==> src/rtl/spis_pkg.sv <==
package spis_pkg;

  // Internal clock view: polarity removed, so 0->1 is always the leading edge.
  function automatic logic edge_lead(input logic prev_s, input logic cur_s, input logic pol);
    return ((prev_s ^ pol) == 1'b0) && ((cur_s ^ pol) == 1'b1);
  endfunction

  function automatic logic edge_trail(input logic prev_s, input logic cur_s, input logic pol);
    return ((prev_s ^ pol) == 1'b1) && ((cur_s ^ pol) == 1'b0);
  endfunction

  // Sampling edge selection by phase.
  function automatic logic is_sample(input logic lead, input logic trail, input logic pha);
    return pha ? trail : lead;
  endfunction

  function automatic logic is_launch(input logic lead, input logic trail, input logic pha);
    return pha ? lead : trail;
  endfunction

endpackage

==> src/rtl/spis_sync.sv <==
module spis_sync #(
  parameter int W      = 3,
  parameter int STAGES = 2,
  parameter logic [W-1:0] RST_VAL = '0
) (
  input  logic         clk,
  input  logic         rst_n,
  input  logic [W-1:0] d_i,
  output logic [W-1:0] q_o
);

  for (genvar b = 0; b < W; b++) begin : g_bit
    logic [STAGES-1:0] chain;
    always_ff @(posedge clk or negedge rst_n) begin
      if (!rst_n) chain <= {STAGES{RST_VAL[b]}};
      else        chain <= {chain[STAGES-2:0], d_i[b]};
    end
    assign q_o[b] = chain[STAGES-1];
  end

endmodule

==> src/rtl/spis_shifter.sv <==
module spis_shifter
  import spis_pkg::*;
#(
  parameter int DW = 8,
  localparam int CW = $clog2(DW)
) (
  input  logic          clk,
  input  logic          rst_n,
  input  logic          cpol,
  input  logic          cpha,
  input  logic          sclk_s,
  input  logic          mosi_s,
  input  logic          ss_act,
  input  logic          tx_pending,
  input  logic [DW-1:0] tx_word,
  output logic          load_evt,
  output logic          byte_done,
  output logic [DW-1:0] rx_word,
  output logic          miso_bit
);

  localparam logic [CW-1:0] LAST = CW'(DW - 1);

  logic          sclk_q, ss_q;
  logic          busy, loaded;
  logic [CW-1:0] cnt;
  logic [DW-1:0] rxs, txs;

  // Named internal events
  logic lead, trail, samp, launch, ss_start, start_evt, samp_act, load_win;

  assign lead      = edge_lead(sclk_q, sclk_s, cpol);
  assign trail     = edge_trail(sclk_q, sclk_s, cpol);
  assign samp      = is_sample(lead, trail, cpha);
  assign launch    = is_launch(lead, trail, cpha);
  assign ss_start  = ss_act & ~ss_q;

  // Transfer start: phase 0 begins at select fall or at a leading edge while idle;
  // phase 1 begins at the leading edge of its first bit.
  assign start_evt = ss_act & ~busy & (cpha ? lead : (ss_start | lead));
  assign samp_act  = ss_act & samp & (busy | start_evt);
  assign byte_done = samp_act & (cnt == LAST);

  // Load window: outside a transfer; phase 1 only on the first leading edge.
  assign load_win  = ss_act & ~busy & (cpha ? lead : 1'b1);
  assign load_evt  = load_win & ~loaded & tx_pending;

  assign rx_word   = {rxs[DW-2:0], mosi_s};
  assign miso_bit  = txs[DW-1];

  always_ff @(posedge clk or negedge rst_n) begin
    if (!rst_n) begin
      sclk_q <= 1'b0;
      ss_q   <= 1'b0;
    end else begin
      sclk_q <= sclk_s;
      ss_q   <= ss_act;
    end
  end

  always_ff @(posedge clk or negedge rst_n) begin
    if (!rst_n) begin
      busy   <= 1'b0;
      loaded <= 1'b0;
      cnt    <= '0;
      rxs    <= '0;
      txs    <= '1;
    end else if (!ss_act) begin
      busy   <= 1'b0;
      loaded <= 1'b0;
      cnt    <= '0;
      rxs    <= '0;
      txs    <= '1;
    end else if (byte_done) begin
      busy   <= 1'b0;
      loaded <= 1'b0;
      cnt    <= '0;
      rxs    <= '0;
      txs    <= '1;
    end else begin
      if (start_evt) busy <= 1'b1;
      if (samp_act) begin
        rxs <= rx_word;
        cnt <= cnt + 1'b1;
      end
      if (load_evt) begin
        txs    <= tx_word;
        loaded <= 1'b1;
      end else if (launch && busy) begin
        txs <= {txs[DW-2:0], 1'b1};
      end
    end
  end

  // a negated select leaves the machine idle at bit 0
  a_r3_abort_clears: assert property (@(posedge clk) disable iff (!rst_n)
    !ss_act |=> (cnt == '0) && !busy && !loaded);

  // with nothing loaded the output shifter can only hold ones
  a_r8_empty_is_ones: assert property (@(posedge clk) disable iff (!rst_n)
    !loaded |-> (txs == '1));

endmodule

==> src/rtl/spis_regs.sv <==
module spis_regs #(
  parameter int DW = 8
) (
  input  logic          clk,
  input  logic          rst_n,
  input  logic          wr_tx,
  input  logic [DW-1:0] wr_data,
  input  logic          rd_rx,
  input  logic          rd_stat,
  input  logic          load_evt,
  input  logic          byte_done,
  input  logic [DW-1:0] rx_word,
  output logic [DW-1:0] tx_word,
  output logic          tx_pending,
  output logic [DW-1:0] rx_data,
  output logic          rx_full,
  output logic          done,
  output logic          ovr
);

  always_ff @(posedge clk or negedge rst_n) begin
    if (!rst_n) begin
      tx_word    <= '0;
      tx_pending <= 1'b0;
      rx_data    <= '0;
      rx_full    <= 1'b0;
      done       <= 1'b0;
      ovr        <= 1'b0;
    end else begin
      if (wr_tx) tx_word <= wr_data;
      // A write in the load cycle keeps the new word pending.
      if (wr_tx)         tx_pending <= 1'b1;
      else if (load_evt) tx_pending <= 1'b0;

      if (byte_done) rx_data <= rx_word;

      if (byte_done)            rx_full <= 1'b1;
      else if (rd_rx | rd_stat) rx_full <= 1'b0;

      if (byte_done)    done <= 1'b1;
      else if (rd_stat) done <= 1'b0;

      if (byte_done && rx_full) ovr <= 1'b1;
      else if (rd_stat)         ovr <= 1'b0;
    end
  end

  // a load without a competing write empties the holding register
  a_r9_empty_after_load: assert property (@(posedge clk) disable iff (!rst_n)
    load_evt && !wr_tx |=> !tx_pending);

  // completion raises both flags on the next cycle
  a_r10_flags_on_done: assert property (@(posedge clk) disable iff (!rst_n)
    byte_done |=> rx_full && done);

  // completion over an unread word raises overrun
  a_r11_overrun: assert property (@(posedge clk) disable iff (!rst_n)
    byte_done && rx_full |=> ovr);

endmodule

==> src/rtl/spis_slave.sv <==
module spis_slave #(
  parameter int DW          = 8,
  parameter int SYNC_STAGES = 2
) (
  input  logic          clk,
  input  logic          rst_n,
  input  logic          cfg_cpol,
  input  logic          cfg_cpha,
  input  logic          cfg_ss_internal,
  input  logic          cfg_ss_bit_n,
  input  logic          sclk_i,
  input  logic          mosi_i,
  input  logic          ss_n_i,
  output logic          miso_o,
  input  logic          wr_tx_i,
  input  logic [DW-1:0] wr_data_i,
  input  logic          rd_rx_i,
  input  logic          rd_stat_i,
  output logic [DW-1:0] rx_data_o,
  output logic          tx_empty_o,
  output logic          rx_full_o,
  output logic          xfer_done_o,
  output logic          overrun_o
);

  logic [2:0]    pins_s;
  logic          sclk_s, mosi_s, ss_pin_s, ss_act;
  logic          load_evt, byte_done, miso_bit, tx_pending;
  logic [DW-1:0] tx_word, rx_word;

  // Bit order {select, data, clock}; select resets to inactive.
  spis_sync #(.W(3), .STAGES(SYNC_STAGES), .RST_VAL(3'b100)) u_sync (
    .clk  (clk),
    .rst_n(rst_n),
    .d_i  ({ss_n_i, mosi_i, sclk_i}),
    .q_o  (pins_s)
  );

  assign sclk_s   = pins_s[0];
  assign mosi_s   = pins_s[1];
  assign ss_pin_s = pins_s[2];
  assign ss_act   = ~(cfg_ss_internal ? cfg_ss_bit_n : ss_pin_s);

  spis_shifter #(.DW(DW)) u_shift (
    .clk       (clk),
    .rst_n     (rst_n),
    .cpol      (cfg_cpol),
    .cpha      (cfg_cpha),
    .sclk_s    (sclk_s),
    .mosi_s    (mosi_s),
    .ss_act    (ss_act),
    .tx_pending(tx_pending),
    .tx_word   (tx_word),
    .load_evt  (load_evt),
    .byte_done (byte_done),
    .rx_word   (rx_word),
    .miso_bit  (miso_bit)
  );

  spis_regs #(.DW(DW)) u_regs (
    .clk       (clk),
    .rst_n     (rst_n),
    .wr_tx     (wr_tx_i),
    .wr_data   (wr_data_i),
    .rd_rx     (rd_rx_i),
    .rd_stat   (rd_stat_i),
    .load_evt  (load_evt),
    .byte_done (byte_done),
    .rx_word   (rx_word),
    .tx_word   (tx_word),
    .tx_pending(tx_pending),
    .rx_data   (rx_data_o),
    .rx_full   (rx_full_o),
    .done      (xfer_done_o),
    .ovr       (overrun_o)
  );

  assign miso_o     = ss_act ? miso_bit : 1'b1;
  assign tx_empty_o = ~tx_pending;

  // a deselected slave neither completes nor loads
  a_r1_quiet_deselected: assert property (@(posedge clk) disable iff (!rst_n)
    !ss_act |-> !byte_done && !load_evt);

  // flags do not rise while deselected
  a_r1_no_flag_rise: assert property (@(posedge clk) disable iff (!rst_n)
    !ss_act && !rx_full_o |=> !rx_full_o);

endmodule

==> config.mk <==
export PLATFORM = sky130hd
export DESIGN_NAME = spis_slave
export DESIGN_NICKNAME = d
export VERILOG_FILES = /design/src/rtl/spis_pkg.sv /design/src/rtl/spis_sync.sv /design/src/rtl/spis_shifter.sv /design/src/rtl/spis_regs.sv /design/src/rtl/spis_slave.sv
export SDC_FILE = /design/constraint.sdc
export NUM_CORES = 1
export LEC_CHECK = 0
export CORE_MARGIN = 1.5
export CORE_UTILIZATION = 35
export CTS_CLUSTER_DIAMETER = 60
export CTS_CLUSTER_SIZE = 10
export DETAILED_ROUTE_END_ITERATION = 8
export HOLD_SLACK_MARGIN = 0.06
export PLACE_DENSITY = 0.68
export REMOVE_ABC_BUFFERS = 1
export SLEW_MARGIN = 10
export SYNTH_ARGS = -nofsm -noshare
export SYNTH_HDL_FRONTEND = slang
export SYNTH_HIERARCHICAL = 1
export SYNTH_SLANG_ARGS = --single-unit
export TNS_END_PERCENT = 20
==> constraint.sdc <==
create_clock -name clk -period 2.29 [get_ports clk]
set_clock_uncertainty 0.05 [all_clocks]
set_input_delay 0.458 -clock clk [delete_from_list [all_inputs] [get_ports clk]]
set_output_delay 0.458 -clock clk [all_outputs]
set_load 0.01 [all_outputs]
Word-level counts from Yosys, hierarchy flattened --
Cells that the tools add are included.
Cells by class: add/sub/neg operators 1, equal/unequal tests 1, multiplexer cells 29, bitwise operators 21, reduce and logical (&&, ||, !) cells 12
Operators with widths (number):
- $mux W8 | 4
- $mux W7 | 3
- $mux W1 | 19
- $and A1 B1 Y1 | 9
- $mux W3 | 3
- $reduce_bool A3 Y1 | 3
- $reduce_bool A2 Y1 | 4
- $not A1 Y1 | 7
- $logic_and A1 B1 Y1 | 4
- $reduce_bool A4 Y1 | 1
- $add A3 B1 Y3 const B | 1
- $eq A3 B3 Y1 const B | 1
- $or A1 B1 Y1 | 3
- $xor A1 B1 Y1 | 2
Word-level totals: register bits 48, logic and storage cells 80

Logic depth before layout (Yosys ltp) --
word-level depth 11, mapped depth 8, mapped depth without buffers 6

Cells and area by module --
The synthesis kept the hierarchy.
By module, submodules not included:
- spis_shifter | times used 1, cells an instance 126, area an instance 1229.9 um2, seq. area each 560.5 um2
- spis_regs | times used 1, cells an instance 45, area an instance 775.7 um2, seq. area each 500.5 um2
- spis_sync | times used 1, cells an instance 9, area an instance 175.2 um2, seq. area each 152.6 um2
- spis_slave | times used 1, cells an instance 3, area an instance 20.0 um2, seq. area each 0.0 um2

Least setup slack after synthesis --
Ideal clock, no wire load.
path type input to register, from in cfg_cpol, to reg u_regs.rx_data[0], setup time 0.125 ns, data arrival time 2.022 ns, required time 2.115 ns, setup slack 0.093 ns, cell stages on the path 7, path buffers 3, cells stage by stage or3b_1 -> buf_6 -> a21o_1 -> clkbuf_1 -> a21oi_1 -> buf_6 -> mux2_4
Between the ends: longest elaborated chain between the ends 9, elaborated cells between the ends (all ways) 14, classes of those cells 2 x mux; 10 x bitwise; 2 x reduce/logical
RTL lines:
- start: declaration | RTL line spis_slave.sv:7 | input logic cfg_cpol,
- $xor A1 B1 Y1 | RTL line spis_pkg.sv:5, spis_pkg.sv:9
- $not A1 Y1 | RTL line spis_pkg.sv:5 | return ((prev_s ^ pol) == 1'b0) && ((cur_s ^ pol) == 1'b1);
- $logic_and A1 B1 Y1 | RTL line spis_pkg.sv:5
- $or A1 B1 Y1 | RTL line spis_shifter.sv:40 | assign start_evt = ss_act & ~busy & (cpha ? lead : (ss_start | lead));
- $mux W1 | RTL line spis_shifter.sv:40
- $and A1 B1 Y1 | RTL line spis_shifter.sv:40
- $or A1 B1 Y1 | RTL line spis_shifter.sv:41 | assign samp_act = ss_act & samp & (busy | start_evt);
- $and A1 B1 Y1 * | RTL line spis_shifter.sv:41
- $and A1 B1 Y1 * | RTL line spis_shifter.sv:42 | assign byte_done = samp_act & (cnt == LAST);
- named net byte_done | RTL line spis_slave.sv:28 | logic load_evt, byte_done, miso_bit, tx_pending;
- end signal: assignment | RTL line spis_regs.sv:35 | if (byte_done) rx_data <= rx_word;
- end: declaration | RTL line spis_regs.sv:15 | output logic [DW-1:0] rx_data,
Mark *: on every way through the listed nets, which the timed path passes. The rest lies on a longest branch. A chain may end at the register's enable or synchronous reset.

Worst setup path in the final report --
from in cfg_ss_internal, to out miso_o
Between the ends: longest elaborated chain between the ends 2
RTL lines:
- start: declaration | RTL line spis_slave.sv:9 | input logic cfg_ss_internal,
- $mux W1 | RTL line spis_slave.sv:42 | assign ss_act = ~(cfg_ss_internal ? cfg_ss_bit_n : ss_pin_s);
- $mux W1 | RTL line spis_slave.sv:78 | assign miso_o = ss_act ? miso_bit : 1'b1;
- end: declaration | RTL line spis_slave.sv:14 | output logic miso_o,
Every way passes these cells.

==> run metrics <==
dpl cell area=0.00265 mm^2; maximum clock frequency=approximately 470 MHz; Critical Path Max Stage Delay=0.49 ns; fraction of layout cells with a size suffix above 1=25.8%; Critical Path Sink Type=primary output; commonest non-fill, non-tap cell in the layout=dfrtp_1; slowest stage cell, crit path=clkdlybuf4s50_1; max-slew violation count=0; row count=28; global route overflow=0; CTS tree=built; vias in the first global route=1,504; vias per inst=5.11; Min Hold Slack=0.0809 ns; Ports=33; CP cell instances=clkdlybuf4s50_1, mux2i_2, nand2b_1, dlygate4sd2_1; Slew headroom=roughly 63%; via count=1,534; Post-CTS Setup Inserts=0; clock sink count=48; Synth Warn #=6; DR WL/cell=13.6 um; die height=82.3 um; Reg-to-Reg End=u_regs/rx_data[7]; R2R Path Start=u_sync/g_bit[0].chain[1]; ANT nets after route=0; fin cells=300; initial antenna violation count=0; crit path kind=in -> out; synthesized area=around 0.0022 mm^2; max-cap viol count=0; CP Depth=4; die area=0.00677 mm^2; total negative setup slack=0 ns; largest net degree at the start of global routing=26; most frequent cells in the layout=dfrtp_1, clkdlybuf4s50_1, buf_4; CP Max Fanout=2; kind of cell adding the most delay to the critical path=buffers and inverters; status=completed; number of synthesized flops with an enable pin=0; Final Total Pwr=1.75 mW; Reg2Reg Setup Slack=around 0.38 ns; post-synthesis async set-or-reset flop share=100%; Worst setup SP type=input port; CTS Buffer Depth=2; CP Buf/Inv Count=2; worst skew pair latency=0.30 ns; DR pass1 iterations=5; Period minus WS final=2.11 ns; Yosys reg bits=48; final instance area=between 0.002 and 0.003 mm^2; total number of H-tree levels=2; Tightest Pin Transition=0.557 ns; clock root buffer master=clkbuf_8; Core Area=0.00599 mm^2; mean area per synthesized cell=12.0 um^2; Die Wd=82.3 um; Hold Crit Class=in -> async; sequential fraction of the synthesis area=between 50 and 60%; first-pass GRT wire length=around 7 mm; Layout Nets=246; diode count=0; GP Congestion=~0.78; Critical Path AT=1.60 ns; final setup fails=0; DR iter-0 viols=68; # placed instances=just under 300; area grow syn2layout=25.4%; P_leak=1.21 nW; CTS buffer count=5; final wirelength=4.07 mm; RSZ-0062 raised after global routing=no; GRT Resource Usage Total=between 10% and 20%; cts hold-fix bufs=0; Final HPWL DP=2.77 mm; Final Hold Fails=0; VDD IR max=467 uV; Reg clk slew, reported paths=0.09 ns; PwrDens=635 mW/mm^2; Data required, critical path=1.78 ns; # DRC=0; Post-Syn Instances=183; Synth cell types=39; Starting Density=36.7%; ys flop type=dfrtp_1; I/O Buffers=32; Final Cycle Share=92.1%; Worst Reg-to-Reg Cells=5
## through the flow
step / setup WS [ns] / utilization, %
2_1_floorplan: -0.299 / -
3_3_place_gp: -0.0366 / 44.2
3_5_place_dp: -0.0694 / 44.2
4_1_cts: 0.169 / 46.1
5_1_grt: 0.128 / 46.1
6_report: 0.182 / 46.1
## power breakdown
group | switching [mW] | total [mW] | internal, mW
registers | 0.0310 | 0.939 | 0.908
logic | 0.103 | 0.209 | 0.106
clock network | 0.282 | 0.605 | 0.323
total | 0.416 | 1.75 | 1.34
## cell usage after synthesis (3+ instances only)
| cell type | n | area (um^2) |
|---|---|---|
| nor2b_1 | 9 | 56.3 |
| a32oi_1 | 5 | 43.8 |
| nand3_1 | 10 | 50.1 |
| buf_4 | 4 | 30.0 |
| a21oi_1 | 11 | 55.1 |
| inv_1 | 11 | 41.3 |
| mux2_2 | 9 | 101 |
| mux2i_1 | 3 | 30.0 |
| o211ai_1 | 6 | 45.0 |
| dfrtp_1 | 38 | 951 |
| nor3_1 | 3 | 15.0 |
| dfstp_2 | 10 | 263 |
| buf_6 | 3 | 33.8 |
| mux2_4 | 7 | 105 |
| o21ai_0 | 11 | 55.1 |
| a211oi_1 | 3 | 22.5 |
| a21o_1 | 3 | 22.5 |
| nand3b_1 | 6 | 45.0 |
| clkbuf_1 | 4 | 15.0 |
## worst max path at each step
| stage | from | end | slack [ns] |
|---|---|---|---|
| final | cfg_ss_internal | miso_o | 0.18 |
| after global routing | cfg_ss_internal | miso_o | 0.13 |
| after CTS | cfg_ss_internal | miso_o | 0.17 |
| after detailed placement | cfg_cpol | u_regs/rx_data[7] | -0.07 |
| after global placement | cfg_ss_internal | miso_o | -0.04 |
| after floorplan | cfg_cpol | u_regs/rx_data[7] | -0.30 |
## worst reg2reg max path, stage by stage, from the launching register on
cell	delay [ns]
dfrtp_1	0.47
or3b_1	0.39
a21o_1	0.18
a21oi_1	0.14
buf_4	0.22
mux2_2	0.35
## cell type report
type	count	area, um^2
clock inverters	3	42.5
inverters	12	45.0
fillers	550	3230
repair buffers	47	439
well taps	75	93.8
multi-input cells	110	857
flip-flops and latches	48	1210
clock buffers	5	68.8
## sequential cells by signal, summed over array words and instances (netlist names)
signal / cells
u_regs/rx_full: 1
u_sync/g_bit.chain: 6
u_regs/ovr: 1
u_regs/tx_word: 8
u_shift/loaded: 1
u_shift/sclk_q: 1
u_shift/cnt: 3
u_shift/txs: 8
u_shift/ss_q: 1
u_regs/rx_data: 8
u_regs/done: 1
u_shift/rxs: 7
u_regs/tx_pending: 1
u_shift/busy: 1
## kinds of logic (layout without fill, tap and decap cells)
group	after synthesis	in the layout	synth area share (%)
and+or+nand+nor	37	37	10.1
DFF	48	48	55.1
xor gates and xnor gates	1	1	0.398
buffers and inverters	25	67	6.08
AOI/OAI and AO/OA	51	51	16.4
muxes	19	19	10.7
adders and majority gates	2	2	1.14
## layer usage
metal	track usage [%]	up-vias	routed length, um
li1	-	738	-
met4	5.93	0	42
met1	16.8	750	1870
met3	3.74	7	175
met5	0	-	0
met2	22.1	39	1980
## repair_timing
item,4_1_cts,5_1_grt
endpoints found under the hold margin,0,0
resized for setup,2,0
endpoints found under the setup margin,1,0
No activity file was read; power rests on OpenSTA's default activity.
